### config.mk
export PLATFORM = sky130hd
export DESIGN_NAME = ctrl_out_tsz_tracker
export DESIGN_NICKNAME = d
export VERILOG_FILES = /design/src/rtl/ctout_pkg.sv /design/src/rtl/ctout_sat_dec.sv /design/src/rtl/ctout_sticky.sv /design/src/rtl/ctout_regfile.sv /design/src/rtl/ctrl_out_tsz_tracker.sv
export SDC_FILE = /design/constraint.sdc
export NUM_CORES = 1
export LEC_CHECK = 0
export BUFFER_PORTS_ARGS = -buffer_cell sky130_fd_sc_hd__buf_2
export CELL_PAD_IN_SITES_DETAIL_PLACEMENT = 1
export CELL_PAD_IN_SITES_GLOBAL_PLACEMENT = 2
export CORE_MARGIN = 1.5
export CORE_UTILIZATION = 19
export DETAILED_ROUTE_END_ITERATION = 8
export GPL_TIMING_DRIVEN = 1
export PLACE_DENSITY = 0.82
export REMOVE_ABC_BUFFERS = 1
export SYNTH_ARGS = -nofsm -noshare
export SYNTH_HDL_FRONTEND = slang
export SYNTH_SLANG_ARGS = --single-unit
### constraint.sdc
create_clock -name clk -period 2.32 [get_ports clk]
set_input_delay 0.116 -clock clk [delete_from_list [all_inputs] [get_ports clk]]
set_output_delay 0.116 -clock clk [all_outputs]
set_load 0.02 [all_outputs]
### src/rtl/ctout_pkg.sv
package ctout_pkg;

  localparam int unsigned REG_W_DEF  = 32;
  localparam int unsigned SUP_LSB_DEF  = 29;
  localparam int unsigned SUP_W_DEF    = 2;
  localparam int unsigned PKT_LSB_DEF  = 19;
  localparam int unsigned PKT_W_DEF    = 1;
  localparam int unsigned SIZE_LSB_DEF = 0;
  localparam int unsigned SIZE_W_DEF   = 7;
  localparam int unsigned LEN_W_DEF    = 7;

  // Contiguous bit mask of width w starting at bit lsb.
  function automatic logic [63:0] fmask(input int unsigned lsb, input int unsigned w);
    logic [63:0] m;
    m = ((64'd1 << w) - 64'd1) << lsb;
    return m;
  endfunction

endpackage

### src/rtl/ctout_sat_dec.sv
// Saturating down-step for one counter field: next value and a marker
// for a step requested while the field is already zero.
module ctout_sat_dec #(
  parameter int unsigned W  = 7,
  parameter int unsigned DW = 7
) (
  input  logic [W-1:0]  cur,
  input  logic          dec,
  input  logic [DW-1:0] amt,
  output logic [W-1:0]  nxt,
  output logic          empty_hit
);

  localparam int unsigned CW = (W > DW) ? W : DW;

  logic [CW-1:0] cur_x;
  logic [CW-1:0] amt_x;
  logic [CW-1:0] diff_x;

  assign cur_x  = CW'(cur);
  assign amt_x  = CW'(amt);
  assign diff_x = cur_x - amt_x;

  always_comb begin
    nxt = cur;
    if (dec) begin
      if (amt_x >= cur_x) nxt = '0;
      else                nxt = W'(diff_x);
    end
  end

  assign empty_hit = dec && (cur == '0);

endmodule

### src/rtl/ctout_sticky.sv
// Sticky flag: set by hardware, cleared by a software write (clear wins).
module ctout_sticky (
  input  logic clk,
  input  logic rst_n,
  input  logic set,
  input  logic clr,
  output logic q
);

  always_ff @(posedge clk or negedge rst_n) begin
    if (!rst_n)   q <= 1'b0;
    else if (clr) q <= 1'b0;
    else if (set) q <= 1'b1;
  end

endmodule

### src/rtl/ctout_regfile.sv
// Holds the register image; only bits in FMASK can ever change.
module ctout_regfile #(
  parameter int unsigned        REG_W = 32,
  parameter logic [REG_W-1:0]   FMASK = '0
) (
  input  logic             clk,
  input  logic             rst_n,
  input  logic             wr_en,
  input  logic [REG_W-1:0] wr_data,
  input  logic [REG_W-1:0] hw_img,
  output logic [REG_W-1:0] reg_q
);

  logic [REG_W-1:0] src;

  assign src = wr_en ? wr_data : hw_img;

  always_ff @(posedge clk or negedge rst_n) begin
    if (!rst_n) reg_q <= '0;
    else        reg_q <= (reg_q & ~FMASK) | (src & FMASK);
  end

endmodule

### src/rtl/ctrl_out_tsz_tracker.sv
module ctrl_out_tsz_tracker #(
  parameter int unsigned REG_W    = ctout_pkg::REG_W_DEF,
  parameter int unsigned SUP_LSB  = ctout_pkg::SUP_LSB_DEF,
  parameter int unsigned SUP_W    = ctout_pkg::SUP_W_DEF,
  parameter int unsigned PKT_LSB  = ctout_pkg::PKT_LSB_DEF,
  parameter int unsigned PKT_W    = ctout_pkg::PKT_W_DEF,
  parameter int unsigned SIZE_LSB = ctout_pkg::SIZE_LSB_DEF,
  parameter int unsigned SIZE_W   = ctout_pkg::SIZE_W_DEF,
  parameter int unsigned LEN_W    = ctout_pkg::LEN_W_DEF
) (
  input  logic             clk,
  input  logic             rst_n,
  input  logic             wr_en,
  input  logic [REG_W-1:0] wr_data,
  output logic [REG_W-1:0] rd_data,
  input  logic             setup_evt,
  input  logic             pkt_evt,
  input  logic             drain_valid,
  output logic             drain_ready,
  input  logic [LEN_W-1:0] drain_len,
  output logic             xfer_done,
  output logic             setup_ovf,
  output logic             pkt_err
);

  localparam logic [REG_W-1:0] FMASK = REG_W'(
      ctout_pkg::fmask(SUP_LSB, SUP_W) |
      ctout_pkg::fmask(PKT_LSB, PKT_W) |
      ctout_pkg::fmask(SIZE_LSB, SIZE_W));

  logic [REG_W-1:0]  reg_q;
  logic [REG_W-1:0]  hw_img;
  logic [SUP_W-1:0]  sup_q,  sup_nxt;
  logic [PKT_W-1:0]  pkt_q,  pkt_nxt;
  logic [SIZE_W-1:0] size_q, size_nxt;
  logic              sup_dec, pkt_dec, drain_fire;
  logic              sup_empty, pkt_empty, size_empty;
  logic              done_d, done_q;

  // Software access owns the cycle; the drain source is held off.
  assign drain_ready = !wr_en;
  assign drain_fire  = drain_valid && drain_ready;
  assign sup_dec     = setup_evt && !wr_en;
  assign pkt_dec     = pkt_evt && !wr_en;

  assign sup_q  = reg_q[SUP_LSB  +: SUP_W];
  assign pkt_q  = reg_q[PKT_LSB  +: PKT_W];
  assign size_q = reg_q[SIZE_LSB +: SIZE_W];

  ctout_sat_dec #(.W(SUP_W), .DW(1)) i_sup_dec (
    .cur(sup_q), .dec(sup_dec), .amt(1'b1),
    .nxt(sup_nxt), .empty_hit(sup_empty)
  );

  ctout_sat_dec #(.W(PKT_W), .DW(1)) i_pkt_dec (
    .cur(pkt_q), .dec(pkt_dec), .amt(1'b1),
    .nxt(pkt_nxt), .empty_hit(pkt_empty)
  );

  ctout_sat_dec #(.W(SIZE_W), .DW(LEN_W)) i_size_dec (
    .cur(size_q), .dec(drain_fire), .amt(drain_len),
    .nxt(size_nxt), .empty_hit(size_empty)
  );

  always_comb begin
    hw_img = '0;
    hw_img[SUP_LSB  +: SUP_W]  = sup_nxt;
    hw_img[PKT_LSB  +: PKT_W]  = pkt_nxt;
    hw_img[SIZE_LSB +: SIZE_W] = size_nxt;
  end

  ctout_regfile #(.REG_W(REG_W), .FMASK(FMASK)) i_regfile (
    .clk(clk), .rst_n(rst_n), .wr_en(wr_en), .wr_data(wr_data),
    .hw_img(hw_img), .reg_q(reg_q)
  );

  ctout_sticky i_ovf_flag (
    .clk(clk), .rst_n(rst_n), .set(sup_empty), .clr(wr_en), .q(setup_ovf)
  );

  ctout_sticky i_err_flag (
    .clk(clk), .rst_n(rst_n), .set(pkt_empty), .clr(wr_en), .q(pkt_err)
  );

  // Budget leaves nonzero and lands on zero through a drain beat.
  assign done_d = drain_fire && !size_empty && (size_nxt == '0);

  always_ff @(posedge clk or negedge rst_n) begin
    if (!rst_n) done_q <= 1'b0;
    else        done_q <= done_d;
  end

  assign xfer_done = done_q;
  assign rd_data   = reg_q;

endmodule

# Yosys cells after proc, flatten, opt, wreduce, memory -nomap -nowiden
# Index checks and enable logic that the tools add are counted.
# W data, S select, Z words.
# classes
n_addsub	3
n_lt_le_gt_ge	3
mux	11
n_bitwise	2
reduce_logical	15
# op_table
op	count
$or A32 B31 Y32	1
$mux W31	1
$logic_not A7 Y1	2
$mux W7	2
$logic_and A1 B1 Y1	8
$ge A7 B7 Y1	1
$sub A7 B7 Y7	1
$mux W1	6
$mux W2	2
$reduce_bool A2 Y1	2
$ge A1 B2 Y1 const A	1
$logic_not A1 Y1	2
$logic_not A2 Y1	1
$sub A2 B1 Y2 const B	1
$ge A1 B1 Y1 const A	1
$not A1 Y1	1
$sub A1 B1 Y1 const B	1
# totals
ff_bits	35
input_bits	45
out_inout_bits	36
word_cells	38

# Logic depth before layout (Yosys ltp)
# logic_depth
depth_word	6
mapped_depth	9
ltp_nobuf	9

# By module
# Synthesis repeated with hierarchy kept, for this count alone.
# hier_totals
hier_cells	141
area_unflattened_um2	1321.3
# by_module_without_submodules
module	n_inst	cells_per_inst	area_per_inst_um2	seq_area_each_um2
ctout_regfile	1	44	580.6	250.2
ctout_sat_dec (i_size_dec)	1	71	504.2	0.0
ctrl_out_tsz_tracker	1	10	73.8	25.0
ctout_sat_dec (i_sup_dec)	1	10	72.6	0.0
ctout_sticky	2	2	35.0	25.0
ctout_sat_dec (i_pkt_dec)	1	2	20.0	0.0

# Worst setup path after synthesis
# No wires, ideal clock.
# synth_timing
path_type	register to register
start	register i_regfile.reg_q[0]
end	register done_q (netlist: xfer_done)
setup_time_ps	101
arrival_ps	2348
t_required_ps	2219
setup_slack_ps	-129
path_stages_with_launch	9
path_buffers	0
period_less_slack_ps	2449
cell_sequence	dfrtp_1 inv_1 ha_1 inv_1 fa_1 xor2_1 or3b_2 or4_1 o32ai_1
# synth_via
elab_chain_cells	5
elab_cells_between_ends	10
classes_between	add/sub: 1; order compare: 1; mux: 2; reduce/logical: 6
# synth_rtl
item	line_no	source
from (decl)	ctout_regfile.sv:11	output logic [REG_W-1:0] reg_q
from (signal assigned)	ctout_regfile.sv:20	else reg_q <= (reg_q & ~FMASK) | (src & FMASK);
$sub A7 B7 Y7, or another cell as far along	ctout_sat_dec.sv:22	assign diff_x = cur_x - amt_x;
$mux W7 or $logic_and A1 B1 Y1 (tied branches)	ctout_sat_dec.sv:27, ctout_sat_dec.sv:32	
$mux W7 or $logic_not A1 Y1 (tied branches)	ctout_sat_dec.sv:26, ctrl_out_tsz_tracker.sv:86	
$logic_not A7 Y1 or $logic_and A1 B1 Y1 (tied branches)	ctrl_out_tsz_tracker.sv:86	assign done_d = drain_fire && !size_empty && (size_nxt == '0);
$logic_and A1 B1 Y1 (*)	ctrl_out_tsz_tracker.sv:86	
net done_d	ctrl_out_tsz_tracker.sv:38	logic done_d, done_q;
to (signal assigned)	ctrl_out_tsz_tracker.sv:90	else done_q <= done_d;
to (decl)	ctrl_out_tsz_tracker.sv:38	
# Mark *: on every way through the listed nets, which the timed path passes. The rest lies on a longest branch.
# A chain may end at the register's enable or synchronous reset.

# Final worst setup path
# Same ends and word-level chain as after synthesis.

==> flow_summary.json <==
{
  "run_status": "finished with violations",
  "failed_checks": "negative setup slack",
  "crit_path_top_delay_cell": "sky130_fd_sc_hd__or3b_2",
  "finalNetCount": 239,
  "clock_latency_ns": 0.24,
  "flow.area_growth_from_synthesis_pct": 26.1,
  "design.die.area_sq_um": 6710,
  "whs_endpoint": "i_regfile.reg_q[19]",
  "final-hold-violation-count": 0,
  "ioPinCount": 81,
  "antennaDiodeCount": 0,
  "irDropWorstVdd_uv": 150,
  "p_total_uw": 851,
  "wl_per_cell_microns": 12.6,
  "postLayoutCellArea_sq_um": 1490,
  "route.vias.total": 1090,
  "final.fill_count": 762,
  "buffers_inserted_by_post_cts_timing_repair": 0,
  "fraction_of_synthesis_flops_using_an_asynchronous_set_or_reset_pin": 1.00,
  "seq_area_sq_um": 325,
  "ctsHtreeMaxLevel": 1,
  "gp_congestion": 0.791,
  "detailedPlacementHpwl_mm": 2.69,
  "r2r_end": "xfer_done",
  "setup_viol": 1,
  "chipWidth_microns": 81.9,
  "primary_flip_flop_cell_chosen_by_synthesis_mapping": "sky130_fd_sc_hd__dfrtp_1",
  "cellPowerDensity_nw_per_um2": 570,
  "portBuffers": 36,
  "rrSetupSlack_ns": -0.03,
  "layout-drive-gt1-share": 0.321,
  "yosys_register_bits": 13,
  "critical_path.max_fanout": 2,
  "number_of_enable_type_register_cells_in_the_synthesized_netlist": 0,
  "multi_input_gate_area_sq_um": 708,
  "fin_skew_ns": 0.000261,
  "synthMostInstantiatedCell": "sky130_fd_sc_hd__buf_4",
  "final.period_utilization": 1.01,
  "hold_path_class": "in2reg",
  "finish.utilization": 0.250,
  "timing.final.crit_period_ns": 2.35,
  "synth_top_cells_by_area": "sky130_fd_sc_hd__dfrtp_1 (28%), sky130_fd_sc_hd__buf_4 (15%), sky130_fd_sc_hd__ha_1 (8.5%)",
  "worstHoldPathCells": 2,
  "report.final.slew_viol_count": 0,
  "cts_num_sinks": 13,
  "pin_count_of_the_biggest_net_entering_global_routing": 18,
  "cp_cell_sequence": "inv_2 > ha_1 > inv_1 > fa_2 > xor2_1 > or3b_2 > or4_1 > o32ai_2",
  "synth_warnings": 0,
  "place_area_sq_um": 1430,
  "cts_root_buffer": "sky130_fd_sc_hd__clkbuf_8",
  "numCtsBuffers": 3,
  "max-clock-path-buffers": 2,
  "type_of_the_worst_setup_path": "reg2reg",
  "fin_ws_ns": -0.0328,
  "ff2ff_path_depth": 8,
  "syn-instance-count": 138,
  "syn_area_per_cell_sq_um": 8.57,
  "synth.cell_area_sq_um": 1180,
  "required_ns": 2.47,
  "critical_path.max_stage_delay_ns": 0.46,
  "post-synth-top-area-cell": "sky130_fd_sc_hd__dfrtp_1",
  "cts_tree": "yes",
  "netlist-cell-type-count": 40,
  "critPathArrivalTime_ns": 2.51,
  "worst_setup_path_end_kind": "flop",
  "max_freq_mhz": 425,
  "netSwitchingPower_uw": 327,
  "detailedRoute.firstIterationViolations": 30,
  "critical_path.startpoint_type": "flop",
  "synth_largest_type_area_fraction": 0.275,
  "num_rows": 28,
  "fp.dieH_microns": 81.9,
  "p_int_uw": 524,
  "timing.rr.start": "i_regfile.reg_q[0]",
  "drt-total-wl_mm": 3.27,
  "cap_violations": 0,
  "remaining_drc_errors": 0,
  "combPwrFrac": 0.451,
  "swShare": 0.384,
  "gr-total-overflow": 0,
  "yosysSeqAreaShare": 0.275,
  "drt.antenna.violating_nets": 0,
  "gr-usage-all-layers": 0.100,
  "clkTransAtPathRegs_ns": 0.06,
  "clkPwrFrac": 0.238,
  "viasPerCell": 4.21,
  "drt_pre_antenna_iters": 4,
  "global_route_wire_length_before_repair_mm": 5.21,
  "grt_antenna_before_repair": 0,
  "sequentialPowerShare": 0.311,
  "core_area_sq_um": 5960,
  "worst_pin_slew_ns": 0.483,
  "unrepaired_setup_endpoints_after_global_routing": "true",
  "max_slew_margin": 0.673,
  "holdCritStartpoint": "pkt_evt",
  "dpl_worst_slack_ns": -0.110,
  "synth.top_cells.by_count": "sky130_fd_sc_hd__buf_4 (23), sky130_fd_sc_hd__dfrtp_1 (13), sky130_fd_sc_hd__inv_1 (13)",
  "power.static_leakage_nw": 0.742,
  "initial_utilization": 0.199,
  "number_of_global_route_vias_before_repair": 1064
}
## power groups by stage
stage | Clock [mW] | Combinational [mW] | Sequential [mW]
6_report | 0.202 | 0.383 | 0.265
5_1_grt | 0.223 | 0.429 | 0.268
4_1_cts | 0.214 | 0.388 | 0.266
3_5_place_dp | 0 | 0.378 | 0.269
3_3_place_gp | 0 | 0.373 | 0.269
2_1_floorplan | 0 | 0.206 | 0.295
## flip-flops by register name, indices dropped and copies added (netlist names)
signal,count
i_ovf_flag.q,1
i_err_flag.q,1
xfer_done,1
i_regfile.reg_q,10
## stage by stage
stage	hold WS (ns)	cells	setup TNS, ns
finish	0.0664	259	-0.0328
global route	0.0566	259	-0.118
CTS	0.0602	259	-0.0377
detailed placement	0.0305	254	-0.110
global placement	0.0299	254	-0.0500
floorplan	-0.180	133	-0.129
## logic make-up after synthesis
| family | synth area share |
|---|---|
| buf+inv | 0.201 |
| simple gates | 0.179 |
| compound gates | 0.210 |
| flops | 0.275 |
| fa+ha+maj | 0.102 |
| xor+xnor | 0.0222 |
| other cells | 0.00317 |
| mux | 0.00847 |
## layout make-up
type / count / area share
clock buffers: 3 / 0.0277
clock inverters: 1 / 0.00336
inverters: 14 / 0.0352
multi-input cells: 106 / 0.475
flip-flops and latches: 13 / 0.218
well taps: 75 / 0.0629
repair buffers: 47 / 0.178
## routing by layer
metal	global-route usage	wire length [microns]	vias to the layer above
met1	0.146	1580	524
met5	0	0	-
met4	0.0254	19	0
li1	-	-	532
met3	0.0111	166	2
met2	0.155	1510	32
## timing repair
item	in CTS	in global routing
gates resized for setup	3	0
hold buffers	1	0
pin swaps	0	0
endpoints found under the setup margin	1	2
hold endpoints to repair	13	0
## worst max path at each step
stage / startpoint / end / slack [ns] / cells after the start
after floorplan: i_regfile.reg_q[0] / xfer_done / -0.13 / 8
after global routing: i_regfile.reg_q[0] / xfer_done / -0.11 / 9
after global placement: i_regfile.reg_q[0] / xfer_done / -0.05 / 8
after detailed placement: i_regfile.reg_q[0] / xfer_done / -0.11 / 8
after CTS: i_regfile.reg_q[0] / xfer_done / -0.04 / 8
final: i_regfile.reg_q[0] / xfer_done / -0.03 / 8
## worst max-delay path, delay by kind of cell, from the launching register on
kind | cells | cell delay (ns)
compound gates | 1 | 0.21
xor+xnor | 1 | 0.18
fa+ha+maj | 2 | 0.50
buf+inv | 2 | 0.11
flops | 1 | 0.38
simple gates | 2 | 0.88
## cell usage in the layout, fill, tap and decap left out, drive strengths merged, types with 2 or more instances in the layout
master / count
o21ai: 5
nand2b: 2
inv: 14
a2bb2oi: 7
conb: 22
nand2: 4
clkbuf: 3
o21a: 2
nor2: 7
a21oi: 10
nor2b: 4
buf: 46
xor2: 2
nand3: 8
or4: 3
dfrtp: 13
nor3b: 3
ha: 8
Note: power is estimated with default switching activity, not from simulation.
